### src/rtl/cpubus_pkg.sv
package cpubus_pkg;
  typedef enum logic {
    MODE_SPLIT = 1'b0,
    MODE_MUXED = 1'b1
  } bus_mode_e;
endpackage

### src/rtl/cpubus_sync.sv
module cpubus_sync #(
  parameter int              WIDTH   = 1,
  parameter int              STAGES  = 2,
  parameter logic [WIDTH-1:0] RST_VAL = '0
) (
  input  logic             clk,
  input  logic             rst_n,
  input  logic [WIDTH-1:0] d_i,
  output logic [WIDTH-1:0] q_o
);
  logic [STAGES-1:0][WIDTH-1:0] stage_d, stage_q;

  always_comb begin
    stage_d = {stage_q[STAGES-2:0], d_i};
  end

  always_ff @(posedge clk or negedge rst_n) begin
    if (!rst_n) stage_q <= {STAGES{RST_VAL}};
    else        stage_q <= stage_d;
  end

  assign q_o = stage_q[STAGES-1];
endmodule

### src/rtl/cpubus_strobe.sv
module cpubus_strobe (
  input  logic       clk,
  input  logic       rst_n,
  input  logic       en_i,
  input  logic       cs_n_s_i,
  input  logic       rd_n_s_i,
  input  logic       wrh_n_s_i,
  input  logic       wrl_n_s_i,
  input  logic       ale_s_i,
  output logic       wr_o,
  output logic [1:0] be_o,
  output logic       rd_o,
  output logic       ale_fall_o
);
  logic cs_prev_q, rd_prev_q, wrh_prev_q, wrl_prev_q, ale_prev_q;
  logic cs_prev_d, rd_prev_d, wrh_prev_d, wrl_prev_d, ale_prev_d;
  logic hi_rise, lo_rise;

  always_comb begin
    cs_prev_d  = cs_n_s_i;
    rd_prev_d  = rd_n_s_i;
    wrh_prev_d = wrh_n_s_i;
    wrl_prev_d = wrl_n_s_i;
    ale_prev_d = ale_s_i;
    hi_rise    = en_i & ~cs_prev_q & wrh_n_s_i & ~wrh_prev_q;
    lo_rise    = en_i & ~cs_prev_q & wrl_n_s_i & ~wrl_prev_q;
    be_o       = {hi_rise, lo_rise};
    wr_o       = hi_rise | lo_rise;
    rd_o       = en_i & ~cs_n_s_i & ~rd_n_s_i & rd_prev_q;
    ale_fall_o = en_i & ale_prev_q & ~ale_s_i;
  end

  always_ff @(posedge clk or negedge rst_n) begin
    if (!rst_n) begin
      cs_prev_q  <= 1'b1;
      rd_prev_q  <= 1'b1;
      wrh_prev_q <= 1'b1;
      wrl_prev_q <= 1'b1;
      ale_prev_q <= 1'b0;
    end else begin
      cs_prev_q  <= cs_prev_d;
      rd_prev_q  <= rd_prev_d;
      wrh_prev_q <= wrh_prev_d;
      wrl_prev_q <= wrl_prev_d;
      ale_prev_q <= ale_prev_d;
    end
  end
endmodule

### src/rtl/cpubus_addr.sv
module cpubus_addr
  import cpubus_pkg::*;
#(
  parameter int ADDR_W = 7
) (
  input  logic              clk,
  input  logic              rst_n,
  input  logic              mode_pin_i,
  input  logic              ale_fall_i,
  input  logic [ADDR_W-1:0] pin_addr_i,
  input  logic [ADDR_W-1:0] mux_addr_i,
  output bus_mode_e         mode_o,
  output logic              ready_o,
  output logic [ADDR_W-1:0] lat_o,
  output logic [ADDR_W-1:0] addr_o
);
  bus_mode_e         mode_q, mode_d;
  logic              ready_q, ready_d;
  logic [ADDR_W-1:0] lat_q, lat_d;
  logic              lat_en;

  always_comb begin
    mode_d  = mode_q;
    ready_d = 1'b1;
    if (!ready_q) mode_d = bus_mode_e'(mode_pin_i);
    lat_en = ready_q && (mode_q == MODE_MUXED) && ale_fall_i;
    lat_d  = lat_en ? mux_addr_i : lat_q;
  end

  always_ff @(posedge clk or negedge rst_n) begin
    if (!rst_n) begin
      mode_q  <= MODE_SPLIT;
      ready_q <= 1'b0;
      lat_q   <= '0;
    end else begin
      mode_q  <= mode_d;
      ready_q <= ready_d;
      lat_q   <= lat_d;
    end
  end

  assign mode_o  = mode_q;
  assign ready_o = ready_q;
  assign lat_o   = lat_q;
  assign addr_o  = (mode_q == MODE_MUXED) ? lat_q : pin_addr_i;
endmodule

### src/rtl/cpubus_regfile.sv
module cpubus_regfile #(
  parameter int BYTE_W = 8,
  parameter int LANES  = 2,
  parameter int ADDR_W = 7,
  parameter int DEPTH  = 64
) (
  input  logic                      clk,
  input  logic                      rst_n,
  input  logic                      we_i,
  input  logic [LANES-1:0]          be_i,
  input  logic [ADDR_W-1:0]         addr_i,
  input  logic [LANES*BYTE_W-1:0]   wdata_i,
  output logic [LANES*BYTE_W-1:0]   rdata_o
);
  localparam int DATA_W = LANES * BYTE_W;
  localparam int IDX_W  = (DEPTH > 1) ? $clog2(DEPTH) : 1;

  logic [DEPTH-1:0][DATA_W-1:0] mem_q, mem_d;
  logic                         in_range;

  always_comb begin
    in_range = ({1'b0, addr_i} < (ADDR_W+1)'(DEPTH));
    mem_d    = mem_q;
    for (int w = 0; w < DEPTH; w++) begin
      for (int b = 0; b < LANES; b++) begin
        if (we_i && in_range && be_i[b] && (addr_i[IDX_W-1:0] == IDX_W'(w)))
          mem_d[w][b*BYTE_W +: BYTE_W] = wdata_i[b*BYTE_W +: BYTE_W];
      end
    end
    rdata_o = in_range ? mem_q[addr_i[IDX_W-1:0]] : '0;
  end

  always_ff @(posedge clk or negedge rst_n) begin
    if (!rst_n) mem_q <= '0;
    else        mem_q <= mem_d;
  end
endmodule

### src/rtl/cpubus_bridge.sv
module cpubus_bridge
  import cpubus_pkg::*;
#(
  parameter int BYTE_W      = 8,
  parameter int ADDR_W      = 7,
  parameter int DEPTH       = 64,
  parameter int SYNC_STAGES = 2
) (
  input  logic                   clk,
  input  logic                   rst_n,
  input  logic                   mode_sel_i,
  input  logic                   bus_cs_n_i,
  input  logic                   bus_rd_n_i,
  input  logic                   bus_wrh_n_i,
  input  logic                   bus_wrl_n_i,
  input  logic [ADDR_W:1]        bus_a_i,
  input  logic [2*BYTE_W-1:0]    bus_d_i,
  output logic [2*BYTE_W-1:0]    bus_d_o,
  output logic                   bus_d_oe_o,
  output logic                   req_wr_o,
  output logic [1:0]             req_be_o,
  output logic                   req_rd_o,
  output logic [ADDR_W-1:0]      req_addr_o,
  output logic [2*BYTE_W-1:0]    req_wdata_o
);
  localparam int LANES  = 2;
  localparam int DATA_W = LANES * BYTE_W;

  logic rst_q_n;
  logic [3:0]        ctl_s;
  logic [ADDR_W-1:0] a_s;
  logic [DATA_W-1:0] d_s;

  cpubus_sync #(.WIDTH(1), .STAGES(SYNC_STAGES), .RST_VAL(1'b0)) u_rst_sync (
    .clk(clk), .rst_n(rst_n), .d_i(1'b1), .q_o(rst_q_n)
  );

  cpubus_sync #(.WIDTH(4), .STAGES(SYNC_STAGES), .RST_VAL(4'hF)) u_ctl_sync (
    .clk(clk), .rst_n(rst_q_n),
    .d_i({bus_cs_n_i, bus_rd_n_i, bus_wrh_n_i, bus_wrl_n_i}), .q_o(ctl_s)
  );

  cpubus_sync #(.WIDTH(ADDR_W), .STAGES(SYNC_STAGES), .RST_VAL('0)) u_a_sync (
    .clk(clk), .rst_n(rst_q_n), .d_i(bus_a_i), .q_o(a_s)
  );

  cpubus_sync #(.WIDTH(DATA_W), .STAGES(SYNC_STAGES), .RST_VAL('0)) u_d_sync (
    .clk(clk), .rst_n(rst_q_n), .d_i(bus_d_i), .q_o(d_s)
  );

  bus_mode_e         mode_w;
  logic              mode_rdy_w;
  logic              wr_p, rd_p, ale_fall_w;
  logic [1:0]        be_p;
  logic [ADDR_W-1:0] lat_w, addr_w;

  cpubus_strobe u_strobe (
    .clk(clk), .rst_n(rst_q_n), .en_i(mode_rdy_w),
    .cs_n_s_i(ctl_s[3]), .rd_n_s_i(ctl_s[2]),
    .wrh_n_s_i(ctl_s[1]), .wrl_n_s_i(ctl_s[0]),
    .ale_s_i(a_s[ADDR_W-1]),
    .wr_o(wr_p), .be_o(be_p), .rd_o(rd_p), .ale_fall_o(ale_fall_w)
  );

  cpubus_addr #(.ADDR_W(ADDR_W)) u_addr (
    .clk(clk), .rst_n(rst_q_n), .mode_pin_i(mode_sel_i),
    .ale_fall_i(ale_fall_w), .pin_addr_i(a_s),
    .mux_addr_i(d_s[ADDR_W:1]),
    .mode_o(mode_w), .ready_o(mode_rdy_w), .lat_o(lat_w), .addr_o(addr_w)
  );

  // request stage
  logic              wr_q, wr_d, rd_q, rd_d;
  logic [1:0]        be_q, be_d;
  logic [ADDR_W-1:0] addr_q, addr_d;
  logic [DATA_W-1:0] wdata_q, wdata_d, dout_q, dout_d;
  logic [DATA_W-1:0] rf_rdata;
  logic              req_en;

  always_comb begin
    req_en  = wr_p | rd_p;
    wr_d    = wr_p;
    rd_d    = rd_p;
    be_d    = be_p;
    addr_d  = req_en ? addr_w : addr_q;
    wdata_d = wr_p ? d_s : wdata_q;
    dout_d  = rd_q ? rf_rdata : dout_q;
  end

  always_ff @(posedge clk or negedge rst_q_n) begin
    if (!rst_q_n) begin
      wr_q    <= 1'b0;
      rd_q    <= 1'b0;
      be_q    <= '0;
      addr_q  <= '0;
      wdata_q <= '0;
      dout_q  <= '0;
    end else begin
      wr_q    <= wr_d;
      rd_q    <= rd_d;
      be_q    <= be_d;
      addr_q  <= addr_d;
      wdata_q <= wdata_d;
      dout_q  <= dout_d;
    end
  end

  cpubus_regfile #(.BYTE_W(BYTE_W), .LANES(LANES), .ADDR_W(ADDR_W), .DEPTH(DEPTH)) u_rf (
    .clk(clk), .rst_n(rst_q_n), .we_i(wr_q), .be_i(be_q),
    .addr_i(addr_q), .wdata_i(wdata_q), .rdata_o(rf_rdata)
  );

  assign bus_d_oe_o  = ~bus_cs_n_i & ~bus_rd_n_i;
  assign bus_d_o     = dout_q;
  assign req_wr_o    = wr_q;
  assign req_be_o    = be_q;
  assign req_rd_o    = rd_q;
  assign req_addr_o  = addr_q;
  assign req_wdata_o = wdata_q;
endmodule

### config.mk
export PLATFORM = sky130hd
export DESIGN_NAME = cpubus_bridge
export DESIGN_NICKNAME = d
export VERILOG_FILES = /design/src/rtl/cpubus_pkg.sv /design/src/rtl/cpubus_sync.sv /design/src/rtl/cpubus_strobe.sv /design/src/rtl/cpubus_addr.sv /design/src/rtl/cpubus_regfile.sv /design/src/rtl/cpubus_bridge.sv
export SDC_FILE = /design/constraint.sdc
export NUM_CORES = 1
export LEC_CHECK = 0
export ABC_AREA = 1
export BUFFER_PORTS_ARGS = -buffer_cell sky130_fd_sc_hd__buf_2
export CORE_UTILIZATION = 55
export CTS_CLUSTER_DIAMETER = 40
export DETAILED_ROUTE_END_ITERATION = 10
export GPL_ROUTABILITY_DRIVEN = 0
export HOLD_SLACK_MARGIN = 0.15
export PLACE_DENSITY_LB_ADDON = 0.05
export REMOVE_ABC_BUFFERS = 1
export SYNTH_ARGS = -nofsm -noshare
export SYNTH_HDL_FRONTEND = slang
export SYNTH_HIERARCHICAL = 1
export SYNTH_SLANG_ARGS = --single-unit
### constraint.sdc
create_clock -name clk -period 39.9 [get_ports clk]
set_input_delay 1.995 -clock clk [delete_from_list [all_inputs] [get_ports clk]]
set_output_delay 1.995 -clock clk [all_outputs]
set_load 0.03 [all_outputs]
* Word level (Yosys, flattened, before mapping)
Index checks and enable logic that the tools add are counted.
** Word-level totals
- Input port bits :: 30
- Register bits :: 1137
** Operators by class
- Reduce and logical (&&, ||, !) cells :: 134
- Magnitude comparators :: 2
- Equality and inequality tests :: 63
- Muxes and demuxes :: 4
- Bitwise gates (word level) :: 21
** Operators by type and width (number)
- $eq A6 B6 Y1 const B :: 32
- $logic_and A1 B1 Y1 :: 133
- $bmux W16 S6 :: 1
- $eq A6 B5 Y1 const B :: 16
- $eq A6 B4 Y1 const B :: 8
- $mux W16 :: 2
- $eq A6 B3 Y1 const B :: 4
- $eq A6 B2 Y1 const B :: 2
- $and A1 B1 Y1 :: 11
- $not A1 Y1 :: 8
- $lt A6 B7 Y1 const B :: 1
- $lt A7 B7 Y1 const B :: 1
- $mux W7 :: 1
- $eq A6 B1 Y1 const B :: 1
- $logic_not A6 Y1 :: 1
- $or A1 B1 Y1 :: 2

* Logic depth before layout (Yosys ltp)
Gate-level depths: netlist of run 1.
- Depth after elaboration :: 6
- Depth in mapped cells :: 17
- Gate-level depth less buffers :: 13

* Hierarchy
The synthesis of run 1 kept the hierarchy.
** Modules (own cells, without submodules)
- cpubus_regfile :: instances 1, sequential area each 25624.6 um^2, area an instance 48540.3 um^2, cells an instance 6414
- cpubus_bridge :: instances 1, sequential area each 1076.0 um^2, area an instance 1616.6 um^2, cells an instance 170
- cpubus_sync at u_d_sync :: instances 1, sequential area each 800.8 um^2, area an instance 800.8 um^2, cells an instance 32
- cpubus_addr :: instances 1, sequential area each 225.2 um^2, area an instance 470.5 um^2, cells an instance 60
- cpubus_sync at u_a_sync :: instances 1, sequential area each 350.3 um^2, area an instance 350.3 um^2, cells an instance 14
- cpubus_sync at u_ctl_sync :: instances 1, sequential area each 210.2 um^2, area an instance 210.2 um^2, cells an instance 8
- cpubus_strobe :: instances 1, sequential area each 130.1 um^2, area an instance 205.2 um^2, cells an instance 22
- cpubus_sync at u_rst_sync :: instances 1, sequential area each 50.0 um^2, area an instance 50.0 um^2, cells an instance 2

* Worst setup path after synthesis of run 1
OpenSTA, ideal clock, no wires.
- Path kind :: input -> output
- Start point :: input port bus_rd_n_i
- End point :: output port bus_d_oe_o
- Cell stages on the path :: 1
- Buffers on the path :: 0
- Slack :: 35.497 ns
- Data arrival time :: 2.408 ns
- Path through :: nor2_1
** On the way
- Word-level cells in the longest chain between the ends :: 2
** RTL lines
- start: declaration :: RTL line cpubus_bridge.sv:13 : input logic bus_rd_n_i,
- $not A1 Y1 :: RTL line cpubus_bridge.sv:113 : assign bus_d_oe_o = ~bus_cs_n_i & ~bus_rd_n_i;
- $and A1 B1 Y1 :: RTL line cpubus_bridge.sv:113
- end: declaration :: RTL line cpubus_bridge.sv:19 : output logic bus_d_oe_o,
No other way between the ends.

* Final worst setup path of run 1
- Start point :: register addr_q[1], in the netlist req_addr_o[1]
- End point :: output port req_addr_o[1]
** RTL lines
- start: declaration :: RTL line cpubus_bridge.sv:75 : logic [ADDR_W-1:0] addr_q, addr_d;
- start signal: assignment :: RTL line cpubus_bridge.sv:102 : addr_q <= addr_d;
- end: declaration :: RTL line cpubus_bridge.sv:23 : output logic [ADDR_W-1:0] req_addr_o,
No word-level cell between the ends.

==> results of run 1 <==
[metrics by stage]
| stage | hold WS [ps] | total power [W] | cell area, sq um | util (%) |
|---|---|---|---|---|
| 2_1_floorplan | 331 | 0.00141 | 50100 | - |
| 3_3_place_gp | 332 | 0.00160 | 52600 | 56.1 |
| 3_5_place_dp | 335 | 0.00160 | 52600 | 56.1 |
| 4_1_cts | 349 | 0.00308 | 58300 | 62.2 |
| 5_1_grt | 356 | 0.00315 | 58300 | 62.2 |
| 6_report | 347 | 0.00306 | 58300 | 62.2 |
[cell usage in the layout (no fill, tap or decap), drive strengths merged, types with 12 or more instances in the layout]
cell type / instances
nand2: 3611
o21ai: 1135
dfrtp: 1125
clkbuf: 208
nand3: 201
buf: 132
inv: 91
nor2: 68
clkinvlp: 29
clkinv: 28
nand4: 23
bufinv: 20
dfstp: 12
[registers in the layout (all words and copies together) (netlist names), 2 cells and up]
register,cells
u_d_sync/q_o,16
req_wdata_o,16
u_a_sync/stage_d,7
bus_d_o,16
u_ctl_sync/q_o,4
u_ctl_sync/stage_d,4
u_a_sync/q_o,7
req_addr_o,7
u_rf/mem_q,1024
req_be_o,2
u_addr/lat_o,7
u_d_sync/stage_d,16
[cell families (layout without fill, tap and decap cells)]
group / after synthesis / in the layout / share of synthesized area (%)
and+or+nand+nor: 3906 / 3906 / 30.1
DFF: 1137 / 1137 / 54.5
AOI/OAI and AO/OA: 1135 / 1135 / 10.9
buffers and inverters: 542 / 508 / 4.57
other: 2 / 2 / 0.0144
[worst min path at each step]
stage,end,slack (ps),depth (start not counted)
after global placement,u_d_sync/q_o[14],330,0
after CTS,u_d_sync/q_o[2],350,0
after global routing,u_d_sync/q_o[2],360,0
after detailed placement,u_d_sync/q_o[4],330,0
after floorplan,u_a_sync/q_o[0],330,0
final,u_d_sync/q_o[14],350,0
[synthesized netlist by cell type, drive strengths merged]
library cell,instances
clkbuf,273
dfrtp,1125
dfstp,12
nand3,201
nand2,3611
conb,2
clkinv,16
nor3,1
nor2,68
inv,60
o21ai,1135
buf,193
nand4,23
nor3b,2
[power by group]
| part | total [W] | internal, W | switching, W |
|---|---|---|---|
| sequential | 0.00120 | 0.00117 | 0.0000220 |
| clock | 0.00148 | 0.000932 | 0.000545 |
| combinational | 0.000386 | 0.0000419 | 0.000344 |
[layout make-up]
class                      count  area, sq um
clock buffer                 208         4500
clock inverter                92         1160
fill                        8472        35500
inverter                      76          303
multi-input combinational   5043        21400
sequential                  1137        28500
tap                         1254         1570
timing repair buffer         132          858
[critical path: cells and delay by family, from the launching register on]
family / cells / cell delay [ps]
flops: 1 / 860
buf+inv: 2 / 1070
[layer usage]
metal  part of all wire [%]  vias to the layer above
met1                     45                    21077
met4                    2.5                        0
met5                      0                        -
met2                     45                     1436
met3                    6.9                      235
li1                       -                    21034
==> out/results.ini, run 1 <==
[setup_path]
reg2reg_to = u_rf/mem_q[19]
crit_end = req_addr_o[1]
reg2reg_depth = 4
worstPathArrival_ps = 2720
worstSetupPathType = flip-flop to output pin
critPathSlowestCell = dfrtp_4
max_stage_delay_ps = 860
r2r_setup_slack_ps = 35380
reg2reg_from = u_rst_sync/q_o
worst-path-max-fanout = 48
required_ps = 37900
cp-end-kind = output pin
start_kind = flip-flop
startpoint = req_addr_o[1]
path_cells = buf_4, buf_2

[drt]
first_pass_iters = 6
first_iter_violations = 4593
via_per_inst = 5.51
drc = 0
wl_per_cell_um = 18.8
vias = 43782
ant_nets = 0
drt_wl_total_um = 149000

[place]
io_buffers = 73
dp_slack_ps = 35150
dp_hpwl_um = 80600
dp.cells = 7642

[hold_path]
hp-start = u_d_sync/stage_d[30]
min_path_type = flip-flop to flip-flop

[sta]
setup_tns_ps = 0
layout_setup_ws_ps = 35190
slew_headroom_pct = 22.1
rsz0062_at_grt = false
final_max_slew_viol_count = 0
period_share_pct = 11.8
clock-skew-final_ps = 20.5
period_needed_ps = 4710
worst_pin_slew_ps = 1170
max_freq_mhz = 212
finalSetupViolCount = 0
finalHoldViolations = 0

[synthesis]
ys_ff_latch = 1137
synth_seq_area_share_pct = 54.5
syn_avg_cell_area_sq_um = 7.77
netlist_area_sq_um = 52200
synthCells = 6722
synthDistinctLibCells = 25
yosysWarnings = 6
synth_top_area_cell = dfrtp_1
yosysTopAreaCellShare_pct = 53.9
netlist_top_cells_area = dfrtp_1 (54%), nand2_1 (26%), o21ai_1 (7.9%), o21ai_0 (3.0%), nand3_2 (2.0%)

[die]
die_area_sq_um = 96200
start_util_pct = 55.7
die_h_um = 310
num_rows = 112
fp.dieW_um = 310
core_sq_um = 93700
io_pins = 74

[global_routing]
grt.met3_usage_pct = 4.94
grt-busiest-layer = met2
grt_first_pass_wirelength_um = 238000
grt_use_total_pct = 31.9
grt_max_degree = 178
antenna_found_initial = 0
grt_util_met2_pct = 49.3
gr-usage-met1_pct = 46.5
first_global_vias = 41678
gr-total-overflow = 0

[cts]
cts_tree = yes
cts_buffers = 161
root_buffer = clkbuf_16
postCtsResizedCells = 0
post_cts_buffers = 0
clk_path_buf_depth = 3
cts.clk_slew.worst_paths_ps = 60
clock-sinks = 1137
hold_buffers = 0
clock_latency_ps = 770
cts_max_level = 4

[power_and_ir_drop]
vdd_ir_drop_max_v = 0.0000500
p_per_area_nw_per_um2 = 52.5
p_leak_nw = 28.9

[cells_and_area]
nets = 6581
instances_no_fill = 7942
antenna_cells = 0
area_growth_pct = 11.6
drive_gt1_share_pct = 8.79

[outcome]
outcome = completed

[run]
maxCapViolCount = 0

(Power assumes the default switching activity.)
==> run 2, diff against run 1 <==
Settings changed: ABC_AREA 1 to 0.
Clock period 39.9 ns to 4 ns, I/O delays scaled along.
==> out/results.ini, run 2 <==
[global_routing]
antenna_found_initial = 2  ; +2
first_global_vias = 31784  ; -24%
grt_use_total_pct = 28.0  ; -3.9 points
grt_max_degree = 142  ; -20%
gr-total-overflow = 0  ; unchanged
grt_first_pass_wirelength_um = 200000  ; -16%

[cts]
clock-sinks = 1137  ; unchanged
clock_latency_ps = 740  ; -30 ps
cts_max_level = 4  ; unchanged
cts_tree = yes
postCtsResizedCells = 0  ; unchanged
hold_buffers = 57  ; +57
root_buffer = clkbuf_16
post_cts_buffers = 0  ; unchanged
clk_path_buf_depth = 3  ; unchanged
cts_buffers = 151  ; -6.2%
cts.clk_slew.worst_paths_ps = 60  ; about the same

[die]
io_pins = 74  ; unchanged
num_rows = 111  ; -0.89%
core_sq_um = 91900  ; -1.9%
die_h_um = 307  ; -0.96%
fp.dieW_um = 307  ; -0.96%
start_util_pct = 55.7  ; about the same
die_area_sq_um = 94400  ; -1.9%

[drt]
vias = 29482  ; -33%
met3_length_um = 6180  ; -40%
wl_met1_um = 58300  ; -14%
wl_per_cell_um = 26.6  ; +42%
first_iter_violations = 2011  ; -56%
first_pass_iters = 5  ; -1
drt_wl_total_um = 128000  ; -14%
via_per_inst = 6.11  ; +11%
drc = 0  ; unchanged
ant_nets = 0  ; unchanged
top_layer = met4
wl_met2_um = 61400  ; -9.0%

[cells_and_area]
utilization_pct = 63.8  ; +1.6 points
fill_cells = 6625  ; -22%
area_growth_pct = 14.4
largest_register_ffs = 1024  ; unchanged
layout_commonest_cell = dfrtp_1
largest_register = u_rf/mem_q
stdcell_area_sq_um = 58600  ; +0.56%
most-common-layout-cells = dfrtp_1 (1104), mux2_2 (1066), mux2i_1 (225)
drive_gt1_share_pct = 50.4  ; +42 points
nets = 3483  ; -47%

[synthesis]
yosysTopAreaCellShare_pct = 54.9  ; +1.1 points
netlist_area_sq_um = 51200  ; -1.9%
syn_avg_cell_area_sq_um = 15.3  ; +97%
synthDistinctLibCells = 52  ; +110%
synthCells = 3341  ; -50%
synth_seq_area_share_pct = 55.6  ; +1.1 points
synth_edf_count = 0  ; unchanged
synth_common_cells = dfrtp_1 (1125), mux2_2 (1066), mux2i_1 (225)
netlist_top_cells_area = dfrtp_1 (55%), mux2_2 (23%), mux4_2 (6.3%), mux2i_1 (4.4%), nor2_4 (1.1%)
yosysWarnings = 6  ; unchanged
synth_top_area_cell = dfrtp_1
async_flop_share_pct = 100  ; unchanged
yosysMostFrequentCell = dfrtp_1
synthFlopType = dfrtp_1
ys_ff_latch = 1137  ; unchanged

[sta]
worst_pin_slew_ps = 1130  ; -35.9 ps
period_needed_ps = 3250
setup_tns_ps = 0  ; unchanged
max_freq_mhz = 308
final_max_slew_viol_count = 0  ; unchanged
whs_ps = 263  ; -83.6 ps
finalHoldViolations = 0  ; unchanged
period_share_pct = 81.2
rsz0062_at_grt = false
clock-skew-final_ps = 27.0  ; +6.43 ps
slew_headroom_pct = 24.6  ; +2.5 points
finalSetupViolCount = 0  ; unchanged

[power_and_ir_drop]
vdd_ir_drop_max_v = 0.000581  ; +1100%
p_leak_nw = 28.1  ; -2.9%
p_per_area_nw_per_um2 = 536  ; +920%
finalPower_w = 0.0314  ; +930%

[hold_path]
min_path_type = input pin to flip-flop

[setup_path]
worst-path-max-fanout = 36  ; -25%
worstSetupPathType = flip-flop to flip-flop
required_ps = 4620  ; -33280 ps
start_kind = flip-flop
worstPathArrival_ps = 3860  ; +1140 ps
cp-end-kind = flip-flop

[place]
io_buffers = 73  ; unchanged
post_dp_cell_area_sq_um = 52700  ; +0.19%
dp_hpwl_um = 81900  ; +1.6%

[outcome]
outcome = completed

[run]
maxCapViolCount = 0  ; unchanged

==> run 2: changes by cell type after synthesis, moves of 138 or more <==
| cell | before | now |
|---|---|---|
| nand2_1 | 3606 | 57 |
| mux2_2 | 0 | 1066 |
| o21ai_1 | 823 | 0 |
| o21ai_0 | 312 | 1 |
| mux2i_1 | 0 | 225 |
| mux4_2 | 0 | 144 |
| clkbuf_1 | 273 | 135 |
==> run 2: worst paths after layout <==
path | start | endpoint | slack (ps) | cells past startpoint
setup reg to reg | req_addr_o[1] | bus_d_o[13] | 750 | 8
min in group asynchronous | rst_n | u_rst_sync/q_o | 350 | 3
setup / recovery | req_addr_o[1] | bus_d_o[13] | 750 | 8
hold / removal | mode_sel_i | u_addr/mode_o | 260 | 3
hold reg to reg | u_d_sync/stage_d[16] | u_d_sync/q_o[0] | 350 | 0
max in group asynchronous | u_rst_sync/q_o | u_rf/mem_q[167] | 2240 | 1
==> run 2: cell families (layout without fill, tap and decap cells) <==
| kind of cell | Yosys count | in the layout | synth area share (%) |
|---|---|---|---|
| AOI/OAI and AO/OA | 179 | 179 | 2.53 |
| buffers and inverters | 250 | 488 | 2.42 |
| DFF | 1137 | 1137 | 55.6 |
| muxes | 1493 | 1493 | 35.6 |
| other | 2 | 3 | 0.0147 |
| and+or+nand+nor | 280 | 280 | 3.89 |
==> run 2: routing by layer <==
| metal | vias up | global-route usage (%) |
|---|---|---|
| li1 | 12615 | - |
| met1 | 15998 | 40.9 |
| met2 | 694 | 44.0 |
| met3 | 175 | 4.46 |
| met4 | 0 | 7.21 |
| met5 | - | 0 |
==> run 2: final cells by class <==
type	instances	area, sq um	area share [%]
sequential	1137	28500	48.6
multi-input combinational	1954	21500	36.7
clock buffer	196	4290	7.33
timing repair buffer	209	1700	2.91
tap	1243	1560	2.65
clock inverter	83	1020	1.74
antenna	1	2.50	0.00427
==> run 2: metrics by stage <==
stage | setup slack, ps | cells
detailed placement | 762 | 4486
global placement | 759 | 4486
finish | 751 | 4823
CTS | 749 | 4822
global route | 595 | 4822
floorplan | -30020 | 3091
==> run 2: power breakdown <==
group | internal (W) | switching, W
Sequential | 0.0118 | 0.000754
Clock | 0.00874 | 0.00514
Combinational | 0.00170 | 0.00335
Total | 0.0222 | 0.00925
==> run 2: critical path, cell delays in order, from the launching register on <==
cell and delay, ps:
dfrtp_4 710, buf_12 340, buf_4 250, mux4_2 510, mux2_2 290, a221oi_1 360, or3_1 320, a31oi_1 70
mux2_4 270
